### src/rtl/cmdp_pkg.sv
`timescale 1ns/1ps
// Shared types for the command frame parser.
// Assumes: all frame fields are one byte wide.
package cmdp_pkg;

    // Parser position within a frame.
    typedef enum logic [2:0] {
        ST_LEN,
        ST_CMD,
        ST_CNT,
        ST_ADDR,
        ST_DATA,
        ST_SUM,
        ST_SKIP
    } cmdp_state_t;

    // Error classes reported on err_kind.
    typedef enum logic [1:0] {
        ERR_NONE     = 2'd0,
        ERR_LENGTH   = 2'd1,
        ERR_CHECKSUM = 2'd2
    } cmdp_err_t;

    // Header fields of a read or write request.
    typedef struct packed {
        logic [7:0] cmd;
        logic [7:0] count;
        logic [7:0] addr;
    } cmdp_req_t;

    localparam logic [7:0] SHORT_LEN   = 8'd2;
    localparam logic [7:0] READ_LEN    = 8'd5;
    localparam logic [7:0] WR_OVERHEAD = 8'd5;

endpackage

### src/rtl/cmdp_gap_timer.sv
`timescale 1ns/1ps
// Inter-byte gap timer.
// Counts gap_tick pulses while a frame is in progress. When the count
// reaches GAP_TICKS with no byte in between, it raises a one-cycle expire.
// Assumes: a byte arriving in the same cycle as the final tick wins.
module cmdp_gap_timer #(
    parameter int unsigned GAP_TICKS = 4
) (
    input  logic clk,
    input  logic rst_n,
    input  logic busy,
    input  logic byte_seen,
    input  logic tick,
    output logic expire
);
    localparam int unsigned CW = (GAP_TICKS > 1) ? $clog2(GAP_TICKS + 1) : 1;
    localparam logic [CW-1:0] LAST = CW'(GAP_TICKS - 1);

    logic [CW-1:0] cnt_q;

    // Expire on the tick that completes the gap, unless a byte lands.
    assign expire = busy && !byte_seen && tick && (cnt_q == LAST);

    // Tick counter, cleared by any byte or when idle.
    always_ff @(posedge clk) begin
        if (!rst_n) begin
            cnt_q <= '0;
        end else if (byte_seen || !busy || expire) begin
            cnt_q <= '0;
        end else if (tick) begin
            cnt_q <= cnt_q + 1'b1;
        end
    end

endmodule

### src/rtl/cmdp_payload_buf.sv
`timescale 1ns/1ps
// Payload store and replay engine.
// Write bytes are stored by index while a frame is received. A start pulse
// replays the first `len` entries, one per cycle, with a last marker.
// Assumes: len >= 1. The replay reads index k before the next frame can
// write index k, which holds when bytes are spaced as stated for the top.
module cmdp_payload_buf #(
    parameter int unsigned MAX_PAYLOAD = 16
) (
    input  logic       clk,
    input  logic       rst_n,
    input  logic       we,
    input  logic [7:0] waddr,
    input  logic [7:0] wdata,
    input  logic       start,
    input  logic [7:0] len,
    output logic       out_valid,
    output logic [7:0] out_data,
    output logic       out_last
);
    localparam int unsigned AW = (MAX_PAYLOAD > 1) ? $clog2(MAX_PAYLOAD) : 1;

    logic [7:0] mem [MAX_PAYLOAD];
    logic       active_q;
    logic [7:0] rptr_q;
    logic [7:0] len_q;
    logic       final_beat;

    assign final_beat = (rptr_q + 8'd1 == len_q);

    // Store incoming payload bytes.
    always_ff @(posedge clk) begin
        if (we) begin
            mem[waddr[AW-1:0]] <= wdata;
        end
    end

    // Replay control: pointer and active flag.
    always_ff @(posedge clk) begin
        if (!rst_n) begin
            active_q <= 1'b0;
            rptr_q   <= '0;
            len_q    <= '0;
        end else if (start) begin
            active_q <= 1'b1;
            rptr_q   <= '0;
            len_q    <= len;
        end else if (active_q) begin
            rptr_q <= rptr_q + 8'd1;
            if (final_beat) begin
                active_q <= 1'b0;
            end
        end
    end

    // Registered output beat.
    always_ff @(posedge clk) begin
        if (!rst_n) begin
            out_valid <= 1'b0;
            out_data  <= '0;
            out_last  <= 1'b0;
        end else begin
            out_valid <= active_q && !start;
            out_data  <= mem[rptr_q[AW-1:0]];
            out_last  <= active_q && !start && final_beat;
        end
    end

endmodule

### src/rtl/cmdp_frame_fsm.sv
`timescale 1ns/1ps
// Frame assembler and checker.
// Walks length, command, count, address, payload and checksum bytes. It
// keeps a running XOR, validates the length and count, and emits registered
// command, request and error strobes. Bad frames are drained by length.
// Assumes: MAX_PAYLOAD <= 250 so that every legal length fits in a byte.
module cmdp_frame_fsm
    import cmdp_pkg::*;
#(
    parameter int unsigned MAX_PAYLOAD = 16
) (
    input  logic       clk,
    input  logic       rst_n,
    input  logic       rx_valid,
    input  logic [7:0] rx_byte,
    input  logic       abort,
    output logic       busy,
    output logic       cmd_pulse,
    output logic [7:0] cmd_code,
    output logic       rd_req,
    output logic       wr_req,
    output cmdp_req_t  req,
    output logic       err_pulse,
    output cmdp_err_t  err_kind,
    output logic       buf_we,
    output logic [7:0] buf_waddr,
    output logic [7:0] buf_wdata,
    output logic       stream_start,
    output logic [7:0] stream_len
);
    localparam logic [7:0] MAX_LEN = 8'(MAX_PAYLOAD + 5);

    cmdp_state_t st_q;
    logic [7:0]  len_q;
    logic [7:0]  cmd_q;
    logic [7:0]  cnt_q;
    logic [7:0]  addr_q;
    logic [7:0]  csum_q;
    logic [7:0]  idx_q;
    logic [7:0]  remain_q;
    logic        sum_ok;
    logic        is_read;

    // Legal length test: short, read, or write within buffer size.
    function automatic logic len_legal(input logic [7:0] b);
        return (b == SHORT_LEN) || (b == READ_LEN) ||
               ((b > READ_LEN) && (b <= MAX_LEN));
    endfunction

    assign busy         = (st_q != ST_LEN);
    assign sum_ok       = (rx_byte == csum_q);
    assign is_read      = (len_q == READ_LEN);
    assign buf_we       = rx_valid && !abort && (st_q == ST_DATA);
    assign buf_waddr    = idx_q;
    assign buf_wdata    = rx_byte;
    assign stream_start = rx_valid && !abort && (st_q == ST_SUM) && sum_ok && !is_read;
    assign stream_len   = cnt_q;

    // Byte-by-byte frame walk with registered one-cycle strobes.
    always_ff @(posedge clk) begin
        if (!rst_n) begin
            st_q      <= ST_LEN;
            len_q     <= '0;
            cmd_q     <= '0;
            cnt_q     <= '0;
            addr_q    <= '0;
            csum_q    <= '0;
            idx_q     <= '0;
            remain_q  <= '0;
            cmd_pulse <= 1'b0;
            cmd_code  <= '0;
            rd_req    <= 1'b0;
            wr_req    <= 1'b0;
            req       <= '0;
            err_pulse <= 1'b0;
            err_kind  <= ERR_NONE;
        end else begin
            cmd_pulse <= 1'b0;
            rd_req    <= 1'b0;
            wr_req    <= 1'b0;
            err_pulse <= 1'b0;
            if (abort) begin
                st_q <= ST_LEN;
            end else if (rx_valid) begin
                case (st_q)
                    ST_LEN: begin
                        len_q <= rx_byte;
                        if (len_legal(rx_byte)) begin
                            st_q <= ST_CMD;
                        end else begin
                            err_pulse <= 1'b1;
                            err_kind  <= ERR_LENGTH;
                            if (rx_byte >= 8'd2) begin
                                remain_q <= rx_byte - 8'd1;
                                st_q     <= ST_SKIP;
                            end
                        end
                    end
                    ST_CMD: begin
                        cmd_q  <= rx_byte;
                        csum_q <= rx_byte;
                        if (len_q == SHORT_LEN) begin
                            cmd_pulse <= 1'b1;
                            cmd_code  <= rx_byte;
                            st_q      <= ST_LEN;
                        end else begin
                            st_q <= ST_CNT;
                        end
                    end
                    ST_CNT: begin
                        cnt_q  <= rx_byte;
                        csum_q <= csum_q ^ rx_byte;
                        if (!is_read && (rx_byte != len_q - WR_OVERHEAD)) begin
                            err_pulse <= 1'b1;
                            err_kind  <= ERR_LENGTH;
                            remain_q  <= len_q - 8'd3;
                            st_q      <= ST_SKIP;
                        end else begin
                            st_q <= ST_ADDR;
                        end
                    end
                    ST_ADDR: begin
                        addr_q <= rx_byte;
                        csum_q <= csum_q ^ rx_byte;
                        idx_q  <= '0;
                        st_q   <= is_read ? ST_SUM : ST_DATA;
                    end
                    ST_DATA: begin
                        csum_q <= csum_q ^ rx_byte;
                        idx_q  <= idx_q + 8'd1;
                        if (idx_q + 8'd1 == cnt_q) begin
                            st_q <= ST_SUM;
                        end
                    end
                    ST_SUM: begin
                        if (sum_ok) begin
                            rd_req <= is_read;
                            wr_req <= !is_read;
                            req    <= '{cmd: cmd_q, count: cnt_q, addr: addr_q};
                        end else begin
                            err_pulse <= 1'b1;
                            err_kind  <= ERR_CHECKSUM;
                        end
                        st_q <= ST_LEN;
                    end
                    ST_SKIP: begin
                        remain_q <= remain_q - 8'd1;
                        if (remain_q == 8'd1) begin
                            st_q <= ST_LEN;
                        end
                    end
                    default: st_q <= ST_LEN;
                endcase
            end
        end
    end

endmodule

### src/rtl/cmdp_frame_parser.sv
`timescale 1ns/1ps
// Top of the length-prefixed command frame parser.
// Connects the frame walker, the payload replay buffer and the gap timer.
// Assumes: rx_valid is a one-cycle strobe. Strobes come at least three
// cycles apart, and 6*spacing exceeds MAX_PAYLOAD, so a replay ends before
// the next write request.
module cmdp_frame_parser #(
    parameter int unsigned MAX_PAYLOAD = 16,
    parameter int unsigned GAP_TICKS   = 4
) (
    input  logic       clk,
    input  logic       rst_n,
    input  logic       rx_valid,
    input  logic [7:0] rx_byte,
    input  logic       gap_tick,
    output logic       cmd_pulse,
    output logic [7:0] cmd_code,
    output logic       rd_req,
    output logic       wr_req,
    output logic [7:0] req_cmd,
    output logic [7:0] req_count,
    output logic [7:0] req_addr,
    output logic       wr_data_valid,
    output logic [7:0] wr_data,
    output logic       wr_data_last,
    output logic       err_pulse,
    output logic [1:0] err_kind
);
    import cmdp_pkg::*;

    logic       busy;
    logic       expire;
    logic       buf_we;
    logic [7:0] buf_waddr;
    logic [7:0] buf_wdata;
    logic       stream_start;
    logic [7:0] stream_len;
    cmdp_req_t  req;
    cmdp_err_t  err_code;

    assign req_cmd   = req.cmd;
    assign req_count = req.count;
    assign req_addr  = req.addr;
    assign err_kind  = err_code;

    cmdp_gap_timer #(
        .GAP_TICKS (GAP_TICKS)
    ) u_gap (
        .clk       (clk),
        .rst_n     (rst_n),
        .busy      (busy),
        .byte_seen (rx_valid),
        .tick      (gap_tick),
        .expire    (expire)
    );

    cmdp_frame_fsm #(
        .MAX_PAYLOAD (MAX_PAYLOAD)
    ) u_fsm (
        .clk          (clk),
        .rst_n        (rst_n),
        .rx_valid     (rx_valid),
        .rx_byte      (rx_byte),
        .abort        (expire),
        .busy         (busy),
        .cmd_pulse    (cmd_pulse),
        .cmd_code     (cmd_code),
        .rd_req       (rd_req),
        .wr_req       (wr_req),
        .req          (req),
        .err_pulse    (err_pulse),
        .err_kind     (err_code),
        .buf_we       (buf_we),
        .buf_waddr    (buf_waddr),
        .buf_wdata    (buf_wdata),
        .stream_start (stream_start),
        .stream_len   (stream_len)
    );

    cmdp_payload_buf #(
        .MAX_PAYLOAD (MAX_PAYLOAD)
    ) u_buf (
        .clk       (clk),
        .rst_n     (rst_n),
        .we        (buf_we),
        .waddr     (buf_waddr),
        .wdata     (buf_wdata),
        .start     (stream_start),
        .len       (stream_len),
        .out_valid (wr_data_valid),
        .out_data  (wr_data),
        .out_last  (wr_data_last)
    );

endmodule

### config.mk
export PLATFORM = sky130hd
export DESIGN_NAME = cmdp_frame_parser
export DESIGN_NICKNAME = d
export VERILOG_FILES = /design/src/rtl/cmdp_pkg.sv /design/src/rtl/cmdp_gap_timer.sv /design/src/rtl/cmdp_payload_buf.sv /design/src/rtl/cmdp_frame_fsm.sv /design/src/rtl/cmdp_frame_parser.sv
export SDC_FILE = /design/constraint.sdc
export NUM_CORES = 1
export LEC_CHECK = 0
export CORE_MARGIN = 2
export CORE_UTILIZATION = 25
export DETAILED_ROUTE_END_ITERATION = 8
export GPL_TIMING_DRIVEN = 1
export SYNTH_ARGS = -nofsm -noshare
export SYNTH_HDL_FRONTEND = slang
export SYNTH_SLANG_ARGS = --single-unit
### constraint.sdc
create_clock -name clk -period 5.85 [get_ports clk]
set_input_delay 1.17 -clock clk [delete_from_list [all_inputs] [get_ports clk]]
set_output_delay 1.17 -clock clk [all_outputs]
set_load 0.005 [all_outputs]
==> results of run 1 <==
==> routing by layer <==
layer  wire length (um)  part of all wire, %
met2              13400                   48
met3               1980                  7.1
met5                  0                    0
met4                384                  1.4
met1              12200                   44
==> sequential cells by signal, indices dropped and copies added (netlist names), 8 cells and up <==
| name | count |
|---|---|
| u_buf.len_q | 8 |
| u_buf.mem | 128 |
| u_buf.out_data | 8 |
| u_buf.rptr_q | 8 |
| u_fsm.addr_q | 8 |
| u_fsm.buf_waddr | 8 |
| u_fsm.cmd_code | 8 |
| u_fsm.cmd_q | 8 |
| u_fsm.csum_q | 8 |
| u_fsm.len_q | 8 |
| u_fsm.remain_q | 8 |
| u_fsm.req | 24 |
| u_fsm.stream_len | 8 |
==> worst max-delay path by stage <==
stage,from,end,cells after the start
CTS,rx_byte[6],u_buf.out_last,7
global placement,rx_byte[6],u_buf.active_q,8
detailed placement,rx_byte[6],u_buf.out_last,7
finish,rx_byte[1],u_fsm.remain_q[2],11
floorplan,rx_byte[7],u_fsm.remain_q[1],8
global route,rx_byte[1],u_fsm.remain_q[2],11
==> cell families (layout without fill, tap and decap cells) <==
group | Yosys count | count (layout)
and+or+nand+nor | 369 | 369
DFF | 255 | 255
AOI/OAI and AO/OA | 133 | 133
buffers and inverters | 80 | 138
xor gates and xnor gates | 73 | 73
muxes | 62 | 62
adders and majority gates | 16 | 16
==> power breakdown <==
part / internal (mW) / total (mW) / switching [mW]
registers: 1.91 / 1.96 / 0.0436
clock network: 1.02 / 1.70 / 0.682
logic: 0.140 / 0.356 / 0.216
==> layout make-up <==
type	count	area, sq um
Multi-Input combinational cell	653	4480
Fill cell	4517	30900
Clock inverter	4	77.6
Tap cell	592	741
Inverter	14	52.6
Clock buffer	45	803
Timing Repair Buffer	75	711
Sequential cell	255	6390
==> cells in the final DEF, fill, tap and decap left out, types with 4 or more instances in the layout <==
cell,count
ha_1,16
xor2_1,30
a211oi_1,4
nand2_1,147
nor3b_1,5
and3_1,10
buf_4,16
nor3_2,4
edfxtp_1,128
a21oi_1,76
clkdlybuf4s50_1,59
mux4_2,40
xnor2_1,43
mux2i_1,22
nand3b_1,4
nor2b_1,4
or3_1,5
nand4_1,9
clkbuf_8,6
nor3_1,20
clkbuf_1,12
clkbuf_16,27
nand3_1,43
nor2_1,82
inv_1,13
dfxtp_1,126
nand2b_1,8
and2_1,13
o21ai_0,22
==> worst reg2reg max path: stages (launching register included) <==
cell and delay [ps]:
dfxtp_1 550, inv_1 120, ha_1 250, nand2b_1 200, xor2_1 180, or4b_1 510
a311o_1 330, o31a_2 440, o2111ai_1 180, o31ai_2 100
==> summary.md, run 1 <==
| Metric | Value |
|---|---|
| Worst-margin pin slew | 1180 ps |
| Post-route cell area | 13300 sq um |
| Placed instance area | 12400 sq um |
| Initial DRC Count | 652 |
| Max incr delay on CP | 880 ps |
| Synth Area in Compound Gates | 7.18% |
| Post-route setup slack | 2090 ps |
| Status | finished clean |
| CTS resizes | 0 |
| Mean Syn Cell Area | 11.3 sq um |
| Period utilization | 64.3% |
| Die height | 215 um |
| Routed len/inst | 17.1 um |
| Synth Area in XOR/XNOR | 5.73% |
| CP max FO | 18 |
| Clock Tree Buf Depth | 3 |
| I/O pin cnt | 60 |
| Vias in the first global route | 7627 |
| Post-place setup slack | 1500 ps |
| Max-Cap Viols | 0 |
| Required @ worst endpoint | 6270 ps |
| Largest family of logic cells by synthesized area | simple AND/OR/NAND/NOR gates |
| Cell family with most CP delay | buffers and inverters |
| Die X | 215 um |
| Final wirelength | 28.0 mm |
| TritonCTS buffer count | 27 |
| Fmax | 0.266 GHz |
| Hold Violations, Final | 0 |
| # DRC | 0 |
| Worst path bufs/invs | 3 |
| RR Startpoint | u_fsm.len_q[0] |
| Tot GR Track Use | 12.0% |
| CTS clock-pin slew for the worst setup and hold paths | 60 ps |
| Seq/Total Area, Yosys | 57.2% |
| Area Growth Syn to Fin | 18.8% |
| Met2 global-route usage | 20.5% |
| EDFF count, synth | 128 |
| Crit path cell chain | clkdlybuf4s50_1 > buf_4 > inv_1 > ha_1 > nor3b_1 > o21ai_0 > nand3_1 > o211a_1 > o31a_2 > o21ai_0 > a32o_1 |
| Met3 global-route usage | 3.18% |
| Top cell by count, worst path | o21ai_0 |
| Port buffer count | 59 |
| Worst hold start | u_fsm.req[3] |
| Leakage | 4.32 nW |
| Slowest CP cell | clkdlybuf4s50_1 |
| Crit path DAT | 4180 ps |
| Area contributors post-synth | edfxtp_1 34%, dfxtp_1 23%, mux4_2 8.1% |
| Post-synthesis mux area share | 10.0% |
| Post-synth cell types | 62 |
| Setup CP Type | primary input to flop |
| Post-Syn Area | 11200 sq um |
| DP HPWL | 18.3 mm |
| Layout cells sized above 1 | 10.7% |
| Global-route layer with the greatest usage | met2 |
| Startpoint types | primary input |
| Gate Count Post-Synth | 988 |
| Die area | 46300 sq um |
| Vias | 7519 |
| Post-CTS Setup Inserts | 0 |
| Final nets | 1054 |
| Starting Density | 25.3% |
| Detailed Routing Iterations Pass 1 | 5 |
| Hold_buf cts | 0 |
| Worst Hold Depth | 2 |
| Synth Net Count | 1016 |
| Clock sink total | 255 |
| Peak VDD IR | 181 uV |
| Hold endpoint | u_fsm.req[3] |
| Drt via density | 4.59 |
| Simple-gate portion of the synthesized area | 15.2% |
| P per Cell Area | 303 nW/um^2 |
| Tmin final | 3760 ps |
| Count leader, synth | nand2_1 |
| TritonCTS clock tree | done |
| Skew final | 18.4 ps |
| Met1 Use GR | 15.1% |
| GPL Wtd Cong | 0.771 |
| Yosys warns | 0 |
| Largest net degree at the start of global routing | 60 |
| Synth Flop Type | edfxtp_1 |
| Total gr overflow | 0 |
| Share of the synthesized area in the top cell type | 34.5% |
| Core Region | 44100 sq um |
| Unrepaired setup endpoints after global routing | false |
| CTS H-tree depth | 1 |
| Async set-or-reset flop fraction in the synthesized netlist | 0% |
| Initial antenna violation count | 0 |
| Rows | 77 |
| Min-delay worst type | flop to flop |
| Root buf cell | clkbuf_16 |
| Top cell type by total area after synthesis | edfxtp_1 |
| Final std cells w/o fill | 1638 |
| Synth top cells by count | 147 x nand2_1, 128 x edfxtp_1, 127 x dfxtp_1 |
| # diodes | 0 |
| Placed insts | 1589 |
| First-pass GRT wire length | 43.9 mm |
| Setup TNS | 0 ps |
| FF-to-FF End | u_fsm.remain_q[1] |
| Detail Route Antenna Nets | 0 |
| Clock Latency Late Sink | 540 ps |
| Adder-Cell Fraction of Synth Area | 1.79% |
| Synthesis-stage register bit count | 255 |
| Worst Setup End Kind | flop |
| R2R cell count | 9 |
| End-of-flow core utilization | 30.0% |
| R2R Setup Slk | 2880 ps |
| Power, Total | 4.01 mW |
| Slew headroom | 21.3% |
| Final Setup Violations | 0 |
| Hold Slack | 455 ps |
| Final Max Slew Viols | 0 |
Power figures use the tool's default switching activity.
==> run 2, diff against run 1 <==
Clock period 5.85 ns to 3.3 ns, I/O delays scaled along.
==> run 2 against run 1 <==
Net effect:
- sequential share of layout area fell by 1.1 points
- wire length up 0.21%
- clock skew increased by 1.5 ps
- global-route usage hardly changed
- first-iteration DRC count is 22% lower
- largest cell class unchanged
==> summary.md, run 2 (same netlist as run 1, synthesis figures left out) <==
| Metric | Value |
|---|---|
| Required @ worst endpoint | 3700 ps |
| Clock Tree Buf Depth | 3 |
| Total gr overflow | 0 |
| Routed len/inst | 16.8 um |
| Worst hold start | u_fsm.req[0] |
| Detail Route Antenna Nets | 0 |
| DP HPWL | 18.7 mm |
| Fmax | 0.356 GHz |
| Comb pwr share | 9.0% |
| Seq pwr share | 47.9% |
| Leakage | 4.49 nW |
| Internal | 5.54 mW |
| TritonCTS buffer count | 27 |
| GPL Wtd Cong | 0.832 |
| Hold Violations, Final | 0 |
| Final Max Slew Viols | 0 |
| Die X | 215 um |
| Worst Hold Depth | 2 |
| Layout cells sized above 1 | 13.4% |
| CTS H-tree depth | 1 |
| Hold endpoint | u_fsm.req[0] |
| Tot GR Track Use | 12.0% |
| Clock Power Share | 43.1% |
| Root buf cell | clkbuf_16 |
| Commonest non-fill, non-tap cell in the layout | nand2_1 |
| Hold_buf cts | 0 |
| Clock sink total | 255 |
| Min-delay worst type | flop to flop |
| R2R Setup Slk | 490 ps |
| Setup CP Type | flop to flop |
| Detailed Routing Iterations Pass 1 | 5 |
| Rows | 77 |
| Area Growth Syn to Fin | 21.5% |
| # DRC | 0 |
| CP max FO | 16 |
| CTS clock-pin slew for the worst setup and hold paths | 60 ps |
| RR Startpoint | u_fsm.len_q[1] |
| Largest net degree at the start of global routing | 65 |
| Max-Cap Viols | 0 |
| First-pass GRT wire length | 43.7 mm |
| Starting Density | 25.3% |
| Die area | 46300 sq um |
| Initial DRC Count | 511 |
| Slew headroom | 54.0% |
| Crit path DAT | 3210 ps |
| FF-to-FF End | u_fsm.remain_q[1] |
| P per Cell Area | 534 nW/um^2 |
| Vias | 7507 |
| Core Region | 44100 sq um |
| Initial antenna violation count | 1 |
| Setup TNS | 0 ps |
| R2R cell count | 9 |
| I/O pin cnt | 60 |
| Switching Share | 23.4% |
| Clock Latency Late Sink | 540 ps |
| Worst-margin pin slew | 689 ps |
| Final nets | 1086 |
| Post-CTS Setup Inserts | 0 |
| Switching pwr | 1.69 mW |
| Skew final | 19.9 ps |
| Most frequent cells in the layout | 147 x nand2_1, 128 x edfxtp_1, 126 x dfxtp_1, 82 x nor2_1, 76 x a21oi_1 |
| Vias in the first global route | 7449 |
| Unrepaired setup endpoints after global routing | false |
| CTS resizes | 0 |
| Power, Total | 7.23 mW |
| Die height | 215 um |
| Period utilization | 85.1% |
| Drt via density | 4.50 |
| # diodes | 0 |
| Tmin final | 2810 ps |
| TritonCTS clock tree | done |
| Final wirelength | 28.0 mm |
| Port buffer count | 59 |
| Startpoint types | flop |
| Status | finished clean |
| Final Setup Violations | 0 |
| Worst Setup End Kind | flop |
| Peak VDD IR | 257 uV |
| Max reg flops | 128 |
==> run 2: layer usage <==
metal | GRT usage (%) | share of wire (%)
met1 | 15.7 | 45
met3 | 2.73 | 5.8
met4 | 2.57 | 1.5
met2 | 20.1 | 48
met5 | 0 | 0.046
==> run 2: area by class of cell <==
cell class | instances | area (sq um)
multi-input combinational | 653 | 4460
inverter | 14 | 52.6
tap | 592 | 741
fill | 4505 | 30600
clock buffer | 37 | 743
timing repair buffer | 107 | 1000
sequential | 255 | 6390
clock inverter | 12 | 174
==> run 2: worst max-delay path by stage <==
| stage | depth (start not counted) | slack, ps | end | startpoint |
|---|---|---|---|---|
| after floorplan | 11 | 550 | u_fsm.remain_q[1] | u_fsm.len_q[0] |
| after global placement | 11 | 110 | u_fsm.remain_q[2] | rx_byte[0] |
| after detailed placement | 11 | 120 | u_fsm.remain_q[2] | rx_byte[0] |
| after CTS | 9 | 490 | u_fsm.remain_q[1] | u_fsm.len_q[1] |
| after global routing | 9 | 300 | u_fsm.remain_q[1] | u_fsm.len_q[1] |
| final | 9 | 490 | u_fsm.remain_q[1] | u_fsm.len_q[1] |
==> run 2: power groups by stage <==
stage / registers (mW) / logic (mW) / clock network (mW)
after floorplan: 3.50 / 0.471 / 0
after global placement: 3.53 / 0.643 / 0
after detailed placement: 3.53 / 0.647 / 0
after CTS: 3.47 / 0.650 / 3.19
after global routing: 3.48 / 0.721 / 3.32
final: 3.47 / 0.649 / 3.12
==> run 2: metrics by stage <==
stage	utilization (%)	cell area [sq um]	setup WS, ps	std cells	hold WS (ps)
floorplan	-	11200	547	988	437
global placement	28.6	12600	114	1621	444
detailed placement	28.6	12600	118	1621	445
CTS	30.7	13600	491	1670	453
global route	30.7	13600	302	1670	473
finish	30.7	13600	491	1670	449
==> run 2: worst max-delay path: stages (launching register included) <==
cell and delay (ps):
dfxtp_1 470, inv_1 110, ha_1 230, nand2b_1 220, xor2_1 180, or4b_1 460
a311o_1 320, o31a_2 430, o2111ai_1 170, o31ai_2 90
